**src/rtl/adcif_pkg.sv**
```systemverilog
package adcif_pkg;
   typedef enum logic [1:0] {
      PWR_NORMAL  = 2'd0,
      PWR_PARTIAL = 2'd1,
      PWR_FULL    = 2'd2
   } pwr_e;
endpackage

```
**src/rtl/adcif_edge.sv**
```systemverilog
module adcif_edge #(
   parameter int           W       = 1,
   parameter logic [W-1:0] RST_VAL = '0
) (
   input  logic         clk,
   input  logic         rst_n,
   input  logic [W-1:0] pin_i,
   output logic [W-1:0] rise_o,
   output logic [W-1:0] fall_o
);
   logic [W-1:0] prev_q;

   always_ff @(posedge clk or negedge rst_n) begin
      if (!rst_n) prev_q <= RST_VAL;
      else        prev_q <= pin_i;
   end

   for (genvar i = 0; i < W; i++) begin : g_bit
      assign rise_o[i] =  pin_i[i] & ~prev_q[i];
      assign fall_o[i] = ~pin_i[i] &  prev_q[i];
   end
endmodule

```
**src/rtl/adcif_satcnt.sv**
```systemverilog
module adcif_satcnt #(
   parameter int CNT_W = 5,
   parameter int LIMIT = 16
) (
   input  logic             clk,
   input  logic             rst_n,
   input  logic             clr_i,
   input  logic             inc_i,
   output logic [CNT_W-1:0] cnt_o
);
   localparam logic [CNT_W-1:0] LIM = CNT_W'(LIMIT);

   if (LIMIT >= (1 << CNT_W)) begin : g_bad_limit
      $error("adcif_satcnt: LIMIT does not fit in CNT_W");
   end

   logic [CNT_W-1:0] cnt_q;

   always_ff @(posedge clk or negedge rst_n) begin
      if (!rst_n)                   cnt_q <= '0;
      else if (clr_i)               cnt_q <= '0;
      else if (inc_i && cnt_q != LIM) cnt_q <= cnt_q + 1'b1;
   end

   assign cnt_o = cnt_q;
endmodule

```
**src/rtl/adcif_shift_out.sv**
```systemverilog
module adcif_shift_out #(
   parameter int CODE_W     = 10,
   parameter int LEAD_ZEROS = 5,
   parameter int FRAME_LEN  = 16,
   parameter int CNT_W      = 5
) (
   input  logic              clk,
   input  logic              rst_n,
   input  logic              abort_i,
   input  logic              load_i,
   input  logic [CODE_W-1:0] word_i,
   input  logic              step_i,
   input  logic [CNT_W-1:0]  cnt_i,
   output logic              sdo_o,
   output logic              sdo_oe_o
);
   localparam logic [CNT_W-1:0] DATA_LO = CNT_W'(LEAD_ZEROS);
   localparam logic [CNT_W-1:0] DATA_HI = CNT_W'(LEAD_ZEROS + CODE_W);
   localparam logic [CNT_W-1:0] LAST    = CNT_W'(FRAME_LEN);

   logic [CODE_W-1:0] sh_q;
   logic              sdo_q, oe_q;

   always_ff @(posedge clk or negedge rst_n) begin
      if (!rst_n) begin
         sh_q  <= '0;
         sdo_q <= 1'b0;
         oe_q  <= 1'b0;
      end else if (abort_i) begin
         sdo_q <= 1'b0;
         oe_q  <= 1'b0;
      end else if (load_i) begin
         sh_q  <= word_i;
         sdo_q <= 1'b0;
         oe_q  <= 1'b1;
      end else if (step_i) begin
         if (cnt_i == LAST) begin
            sdo_q <= 1'b0;
            oe_q  <= 1'b0;
         end else if (cnt_i >= DATA_LO && cnt_i < DATA_HI) begin
            sdo_q <= sh_q[CODE_W-1];
            sh_q  <= {sh_q[CODE_W-2:0], 1'b0};
         end else begin
            sdo_q <= 1'b0;
         end
      end
   end

   assign sdo_o    = sdo_q;
   assign sdo_oe_o = oe_q;
endmodule

```
**src/rtl/adcif_serial_pd.sv**
```systemverilog
module adcif_serial_pd
   import adcif_pkg::*;
#(
   parameter int CODE_W      = 10,
   parameter int LEAD_ZEROS  = 5,
   parameter int FRAME_LEN   = 16,
   parameter int PD_MIN_EDGE = 4,
   parameter int WAKE_EDGE   = 13,
   parameter int HOLD_EDGE   = 13
) (
   input  logic              clk,
   input  logic              rst_n,
   input  logic              start_i,
   input  logic              sck_i,
   input  logic              sleep_n_i,
   input  logic              ch_sel_i,
   input  logic              twos_i,
   input  logic [CODE_W-1:0] code0_i,
   input  logic [CODE_W-1:0] code1_i,
   output logic              sdo_o,
   output logic              sdo_oe_o,
   output logic [1:0]        pwr_o,
   output logic              hold_o
);
   localparam int               CNT_W   = $clog2(FRAME_LEN + 1);
   localparam logic [CNT_W-1:0] PD_MIN  = CNT_W'(PD_MIN_EDGE);
   localparam logic [CNT_W-1:0] WAKE    = CNT_W'(WAKE_EDGE);
   localparam logic [CNT_W-1:0] HOLD_M1 = CNT_W'(HOLD_EDGE - 1);

   if (FRAME_LEN <= LEAD_ZEROS + CODE_W) begin : g_bad_frame
      $error("adcif_serial_pd: frame too short for lead zeros and code");
   end
   if (PD_MIN_EDGE >= WAKE_EDGE || WAKE_EDGE > FRAME_LEN) begin : g_bad_window
      $error("adcif_serial_pd: power-down window out of order");
   end
   if (HOLD_EDGE < 1 || HOLD_EDGE > FRAME_LEN) begin : g_bad_hold
      $error("adcif_serial_pd: hold release edge out of frame");
   end

   // pin order: [2] sleep_n, [1] sck, [0] start
   logic [2:0] rise, fall;
   adcif_edge #(.W(3), .RST_VAL(3'b100)) u_edge (
      .clk(clk), .rst_n(rst_n), .pin_i({sleep_n_i, sck_i, start_i}),
      .rise_o(rise), .fall_o(fall)
   );
   logic st_rise, st_fall, sck_rise, sck_fall, wake;
   assign st_rise  = rise[0];
   assign st_fall  = fall[0];
   assign sck_rise = rise[1];
   assign sck_fall = fall[1];
   assign wake     = rise[2];

   logic live, load, abort;
   assign live  = sleep_n_i & ~wake;
   assign load  = live & st_fall;
   assign abort = ~live | st_rise;

   logic [CNT_W-1:0] rcnt, fcnt;
   adcif_satcnt #(.CNT_W(CNT_W), .LIMIT(FRAME_LEN)) u_rcnt (
      .clk(clk), .rst_n(rst_n), .clr_i(load), .inc_i(sck_rise), .cnt_o(rcnt)
   );
   adcif_satcnt #(.CNT_W(CNT_W), .LIMIT(FRAME_LEN)) u_fcnt (
      .clk(clk), .rst_n(rst_n), .clr_i(load), .inc_i(sck_fall), .cnt_o(fcnt)
   );

   logic [CODE_W-1:0] word;
   always_comb begin
      word = ch_sel_i ? code1_i : code0_i;
      if (twos_i) word[CODE_W-1] = ~word[CODE_W-1];
   end

   adcif_shift_out #(
      .CODE_W(CODE_W), .LEAD_ZEROS(LEAD_ZEROS), .FRAME_LEN(FRAME_LEN), .CNT_W(CNT_W)
   ) u_out (
      .clk(clk), .rst_n(rst_n), .abort_i(abort), .load_i(load), .word_i(word),
      .step_i(sck_rise), .cnt_i(rcnt), .sdo_o(sdo_o), .sdo_oe_o(sdo_oe_o)
   );

   pwr_e pwr_q;
   logic boot_q, frame_q, hold_q;

   always_ff @(posedge clk or negedge rst_n) begin
      if (!rst_n) begin
         pwr_q   <= PWR_FULL;
         boot_q  <= 1'b1;
         frame_q <= 1'b0;
         hold_q  <= 1'b0;
      end else if (!sleep_n_i) begin
         pwr_q   <= PWR_FULL;
         boot_q  <= 1'b0;
         frame_q <= 1'b0;
         hold_q  <= 1'b0;
      end else if (wake) begin
         pwr_q   <= PWR_NORMAL;
         frame_q <= 1'b0;
         hold_q  <= 1'b0;
      end else if (st_fall) begin
         frame_q <= 1'b1;
         hold_q  <= 1'b1;
      end else if (st_rise) begin
         frame_q <= 1'b0;
         hold_q  <= 1'b0;
         if (boot_q) begin
            pwr_q  <= PWR_NORMAL;
            boot_q <= 1'b0;
         end else if (frame_q) begin
            if (rcnt >= WAKE)
               pwr_q <= PWR_NORMAL;
            else if (rcnt >= PD_MIN)
               pwr_q <= (pwr_q == PWR_NORMAL) ? PWR_PARTIAL : PWR_FULL;
         end
      end else if (sck_fall && frame_q && fcnt == HOLD_M1) begin
         hold_q <= 1'b0;
      end
   end

   assign pwr_o  = pwr_q;
   assign hold_o = hold_q;
endmodule

```
**config.mk**
```make
export PLATFORM = sky130hd
export DESIGN_NAME = adcif_serial_pd
export DESIGN_NICKNAME = d
export VERILOG_FILES = /design/src/rtl/adcif_pkg.sv /design/src/rtl/adcif_edge.sv /design/src/rtl/adcif_satcnt.sv /design/src/rtl/adcif_shift_out.sv /design/src/rtl/adcif_serial_pd.sv
export SDC_FILE = /design/constraint.sdc
export NUM_CORES = 1
export LEC_CHECK = 0
export BUFFER_PORTS_ARGS = -buffer_cell sky130_fd_sc_hd__buf_4
export CORE_UTILIZATION = 40
export CTS_BUF_LIST = sky130_fd_sc_hd__clkbuf_8
export CTS_CLUSTER_SIZE = 16
export DETAILED_ROUTE_END_ITERATION = 10
export GPL_ROUTABILITY_DRIVEN = 0
export GPL_TIMING_DRIVEN = 0
export SLEW_MARGIN = 5
export SYNTH_ARGS = -nofsm -noshare
export SYNTH_HDL_FRONTEND = slang
export SYNTH_SLANG_ARGS = --single-unit
```
**constraint.sdc**
```tcl
create_clock -name clk -period 5 [get_ports clk]
set_input_delay 0.5 -clock clk [delete_from_list [all_inputs] [get_ports clk]]
set_output_delay 0.5 -clock clk [all_outputs]
set_load 0.02 [all_outputs]
```
-- Word-level counts from Yosys, hierarchy flattened
Index checks and enable logic that the tools add are counted.
- mux-type cells: 40
- add/sub/neg operators: 2
- reductions and logical operators: 16
- eq/ne operators: 14
- order comparisons: 4
- bitwise operators: 17
- operators by type and width (kind ; number):
    10-bit two-way mux ; 5
    1-bit two-way mux ; 22
    5-bit two-way mux ; 4
    2-bit two-way mux ; 9
    5-bit by 1-bit adder with 5-bit output, second input constant ; 2
    5-bit by 3-bit greater-or-equal comparator with 1-bit output, second input constant ; 2
    5-bit by 1-bit != test with 1-bit output, second input constant ; 2
    5-bit != test, second input constant ; 2
    1-bit inverter ; 9
    4-bit by 1-bit != test with 1-bit output, second input constant ; 2
    4-bit AND reduction ; 2
    2-bit nonzero test ; 4
    1-bit AND ; 7
    2-bit != test, second input constant ; 3
    3-bit nonzero test ; 2
    5-bit by 4-bit == test with 1-bit output, second input constant ; 1
    5-bit == test, second input constant ; 1
    5-bit by 4-bit greater-or-equal comparator with 1-bit output, second input constant ; 1
    1-bit logical AND ; 5
    5-bit by 4-bit less-than comparator with 1-bit output, second input constant ; 1
    3-bit by 1-bit != test with 1-bit output, second input constant ; 1
    3-bit by 2-bit != test with 1-bit output, second input constant ; 1
    3-bit AND reduction ; 1
    2-bit logical NOT ; 1
    3 further kinds ; 3
- flip-flop bits (word level): 30
- logic and storage cells: 103
- bits of input ports: 27

-- Logic depth before layout (Yosys ltp)
- depth after elaboration: 10
- depth in mapped cells: 7
- mapped depth without buffers: 6

-- By module
From an unflattened synthesis, not the netlist that was laid out.
- cells, all modules: 173
- area, all modules: 1858.0 µm²
- modules (own cells, without submodules) (module ; area each (µm²) ; times used ; sequential area each (µm²) ; cells each):
    adcif_shift_out ; 757.0 ; 1 ; 300.3 ; 69
    adcif_satcnt ; 276.5 ; 2 ; 125.1 ; 27
    adcif_serial_pd ; 434.2 ; 1 ; 127.6 ; 41
    adcif_edge ; 113.9 ; 1 ; 76.3 ; 9

-- Worst setup path before layout
OpenSTA, ideal clock, no wires.
- kind: register -> register
- start point: register u_rcnt.cnt_q[1] (netlist: u_rcnt.cnt_o[1])
- end point: register u_out.sh_q[1]
- cell stages (with the launch flop): 8
- library setup time: 0.140 ns
- arrival time: 1.469 ns
- buffers on the path: 1
- period minus slack after synthesis: 1.608 ns
- required time: 4.860 ns
- slack: 3.392 ns
- cells stage by stage: dfrtp_1 > inv_1 > ha_1 > nor4_2 > or3_1 > clkbuf_2 > o21ai_0 > a22oi_1
- cells in the longest elaborated chain, start to end: 4
- elaborated cells between the ends (all ways): 7
- those cells by class: order compare (2); eq/ne (2); reduce/logical (3)
- ends and longest elaborated chain (element ; line ; RTL):
    from (decl) ; adcif_satcnt.sv:17 ; logic [CNT_W-1:0] cnt_q;
    from (signal assigned) ; adcif_satcnt.sv:22 ; else if (inc_i && cnt_q != LIM) cnt_q <= cnt_q + 1'b1;
    5-bit by 3-bit greater-or-equal comparator with 1-bit output / 5-bit by 4-bit less-than comparator with 1-bit output (equally long branches) ; adcif_shift_out.sv:40 ; end else if (cnt_i >= DATA_LO && cnt_i < DATA_HI) begin
    1-bit logical AND ; adcif_shift_out.sv:40 ;
    2-bit nonzero test (no line) ; - ;
    4-bit AND reduction (no line) * ; - ;
    to (signal assigned) ; adcif_shift_out.sv:33 ; sh_q <= word_i;
    to (signal assigned) ; adcif_shift_out.sv:42 ; sh_q <= {sh_q[CODE_W-2:0], 1'b0};
    to (decl) ; adcif_shift_out.sv:21 ; logic [CODE_W-1:0] sh_q;
Every way passes the cells marked *; elsewhere a longest branch is shown, timed or not.
A chain may end at the register's enable or synchronous reset.

-- Worst setup path in the final report
- start point: register u_rcnt.cnt_q[1] (netlist: u_rcnt.cnt_o[1])
- end point: register u_out.sh_q[7]
Same word-level chain as after synthesis.

==> flow_metrics.py <==
metrics = {
    "yosys": {
        "synth-seq-cells": 30,
        "async_reset_ff_share_pct": 100,
        "netlist_area_sq_um": 1660,
        "synth_adder_area_share_pct": 4.97,
        "synth_xor_area_share_pct": 4.74,
        "post-synth-top-area-cell": "dfrtp_1",
        "synth_area_per_cell_sq_um": 10.1,
        "synthesis.nets": 196,
        "synth_flop_cell": "dfrtp_1",
        "yosysMostFrequentCell": "dfrtp_1",
        "synth_compound_area_share_pct": 18.7,
        "synthTopCellsByArea": "dfrtp_1, mux2i_1, dfstp_2",
        "synthCells": 164,
        "synth_top_family_by_area": "compound AO/OA/AOI/OAI gates",
        "synth_seq_area_share_pct": 45.4,
        "synth_edf_count": 0,
        "synth_commonest_cells": "dfrtp_1, nor2_1, o21ai_0",
        "synth_top_area_share_pct": 40.7,
        "yosys_warnings": 0,
        "synth.area.mux_share_pct": 6.10,
        "synthSimpleGateAreaFrac_pct": 15.6,
        "ys_types": 40,
    },
    "setup_path": {
        "reg2reg_depth": 7,
        "startpoint_type": "register",
        "worstPathArrival_ps": 1970,
        "r2r-end": "u_out.sh_q[7]",
        "r2r-start": "u_rcnt.cnt_o[1]",
        "endpoint_kind": "register",
        "cp_max_fo": 10,
        "required_ps": 5140,
        "path_class": "register to register",
        "reg2reg_setup_slack_ps": 3160,
    },
    "timing": {
        "period_share_pct": 36.7,
        "grt_setup_unrepaired": "false",
        "fmax_mhz": 544,
        "setup_viol": 0,
        "setup_ws_ps": 3160,
        "fin_setup_tns_ps": 0,
        "fin_crit_ps": 1840,
        "worstMarginPinSlew_ps": 562,
        "finalMaxSlewViolations": 0,
        "fin_skew_ps": 7.16,
        "max-slew-margin-rel_pct": 62.4,
        "hold_viol": 0,
    },
    "global_routing": {
        "antenna_found_initial": 0,
        "grt_overflow_total": 0,
        "grt_max_degree": 31,
        "grt_usage_pct": 18.5,
        "grt_pass1_wl_microns": 6130,
        "grt_pass1_vias": 1377,
    },
    "cts": {
        "cts_sinks": 30,
        "ctsResizeCount": 0,
        "clock_path_buffers": 2,
        "hold_buffers": 0,
        "cts_tree": "built",
        "root_buffer": "clkbuf_8",
        "cts-htree-levels": 2,
        "worstSkewPairLatency_ps": 280,
        "post_cts_buffers": 0,
        "clkSlewWorstSetupHoldPaths_ps": 60,
        "cts_buffers": 5,
    },
    "power_and_ir_drop": {
        "p_leak_nw": 0.909,
        "p_per_area_nw_per_um2": 422,
        "ir_drop_v": 0.000182,
    },
    "cells_and_area": {
        "drive_above_1_share_pct": 26.2,
        "diodes": 0,
        "multi_input_area_sq_um": 832,
        "regArea_sq_um": 754,
        "nets": 233,
        "syn_to_final_growth_pct": 22.8,
        "nFillCells": 381,
    },
    "floorplan": {
        "ios": 32,
        "fp-row-count": 23,
        "core_sq_um": 4000,
        "die_area_sq_um": 4420,
        "dieWidth_microns": 66.5,
        "die_h_microns": 66.5,
        "initial_core_util_pct": 41.5,
    },
    "detailed_routing": {
        "num_vias": 1383,
        "dr.pass1.iters": 4,
        "detail_route.wl_per_cell_microns": 13.9,
        "ant_nets": 0,
        "wirelength_microns": 3500,
        "drt_iter0_drc": 98,
        "drcViolationCount": 0,
        "vias_per_cell": 5.49,
    },
    "placed_design": {
        "dp_hpwl_microns": 2520,
        "portBuffers": 30,
        "pre_cts_slack_ps": 3100,
    },
    "hold_path": {
        "hp-class": "input pin to async pin",
    },
    "status": {
        "status": "complete, no violations",
    },
    "flow_run": {
        "drv_cap": 0,
    },
}
-- worst max-delay path, cell delays in order (launching register included) --
cell and delay (ps):
dfrtp_1 440, inv_1 130, ha_1 190, nor4_2 70, or3_1 350, clkbuf_2 180, o21ai_0 220, a22oi_1 120
-- worst max-delay path by stage --
stage          cells past startpoint  slack, ps       endpoint       startpoint
2_1_floorplan                      7       3390  u_out.sh_q[1]  u_rcnt.cnt_o[1]
3_3_place_gp                       6       3130  u_out.sh_q[3]        sleep_n_i
3_5_place_dp                       6       3100  u_out.sh_q[7]        sleep_n_i
4_1_cts                            7       3140  u_out.sh_q[7]  u_rcnt.cnt_o[1]
5_1_grt                            7       2990  u_out.sh_q[1]  u_rcnt.cnt_o[1]
6_report                           7       3160  u_out.sh_q[7]  u_rcnt.cnt_o[1]
-- power breakdown --
group	internal (W)	switching (W)	total (W)
Combinational	0.000134	0.000159	0.000292
Clock	0.000109	0.0000878	0.000196
Sequential	0.000314	0.0000596	0.000373
Total	0.000556	0.000306	0.000862
-- layout by cell type, fill, tap and decap left out, types with 2 or more instances in the layout --
| master | count |
|---|---|
| buf_4 | 30 |
| dfrtp_1 | 27 |
| nor2_1 | 15 |
| o21ai_0 | 14 |
| mux2i_1 | 9 |
| a31oi_1 | 9 |
| a22oi_1 | 9 |
| inv_1 | 8 |
| a21oi_1 | 8 |
| nand2_1 | 7 |
| xor2_1 | 6 |
| clkbuf_8 | 6 |
| ha_1 | 5 |
| nand3_1 | 3 |
| clkbuf_1 | 3 |
| nand4_1 | 3 |
| xnor2_1 | 3 |
| dfstp_2 | 3 |
| buf_6 | 2 |
| nor2b_1 | 2 |
| nor3_1 | 2 |
| nand4bb_1 | 2 |
| and2_1 | 2 |
| a41o_1 | 2 |
| maj3_1 | 2 |
| or3_1 | 2 |
| clkbuf_2 | 2 |
-- layer usage --
metal	up-vias	routed length (microns)	GRT usage, %
met5	-	0	0
met1	674	1670	24.5
met2	36	1650	28.8
met3	4	145	4.28
met4	0	26	7.98
li1	669	-	-
-- through the flow --
step / hold WS [ps] / cells / utilization (%) / power, W / area, sq um
global route: 164 / 252 / 51.0 / 0.000928 / 2040
CTS: 147 / 252 / 51.0 / 0.000871 / 2040
finish: 140 / 252 / 51.0 / 0.000862 / 2040
global placement: 449 / 244 / 48.7 / 0.000655 / 1950
floorplan: 204 / 164 / - / 0.000584 / 1660
detailed placement: 453 / 244 / 48.7 / 0.000670 / 1950
-- sequential cells by signal, summed over array words and instances, names as in the netlist --
signal,count
frame_q,1
u_out.sh_q,10
u_edge.prev_q,3
boot_q,1
pwr_o,2
u_fcnt.cnt_o,5
u_out.sdo_o,1
hold_o,1
u_rcnt.cnt_o,5
u_out.sdo_oe_o,1
-- layout make-up --
type | instances | area share, %
Multi-Input combinational cell | 119 | 40.8
Inverter | 7 | 1.29
Buffer | 8 | 2.39
Timing Repair Buffer | 30 | 11.0
Tap cell | 50 | 3.07
Clock inverter | 2 | 0.429
Sequential cell | 30 | 37.0
Clock buffer | 6 | 4.05
-- cell families (layout without fill, tap and decap cells) --
logic type                 Yosys count  in the layout
AOI/OAI and AO/OA                   48             48
xor gates and xnor gates             9              9
muxes                               10             10
adders and majority gates            7              7
buffers and inverters               15             53
DFF                                 30             30
and+or+nand+nor                     45             45
No activity file was read; power rests on OpenSTA's default activity.
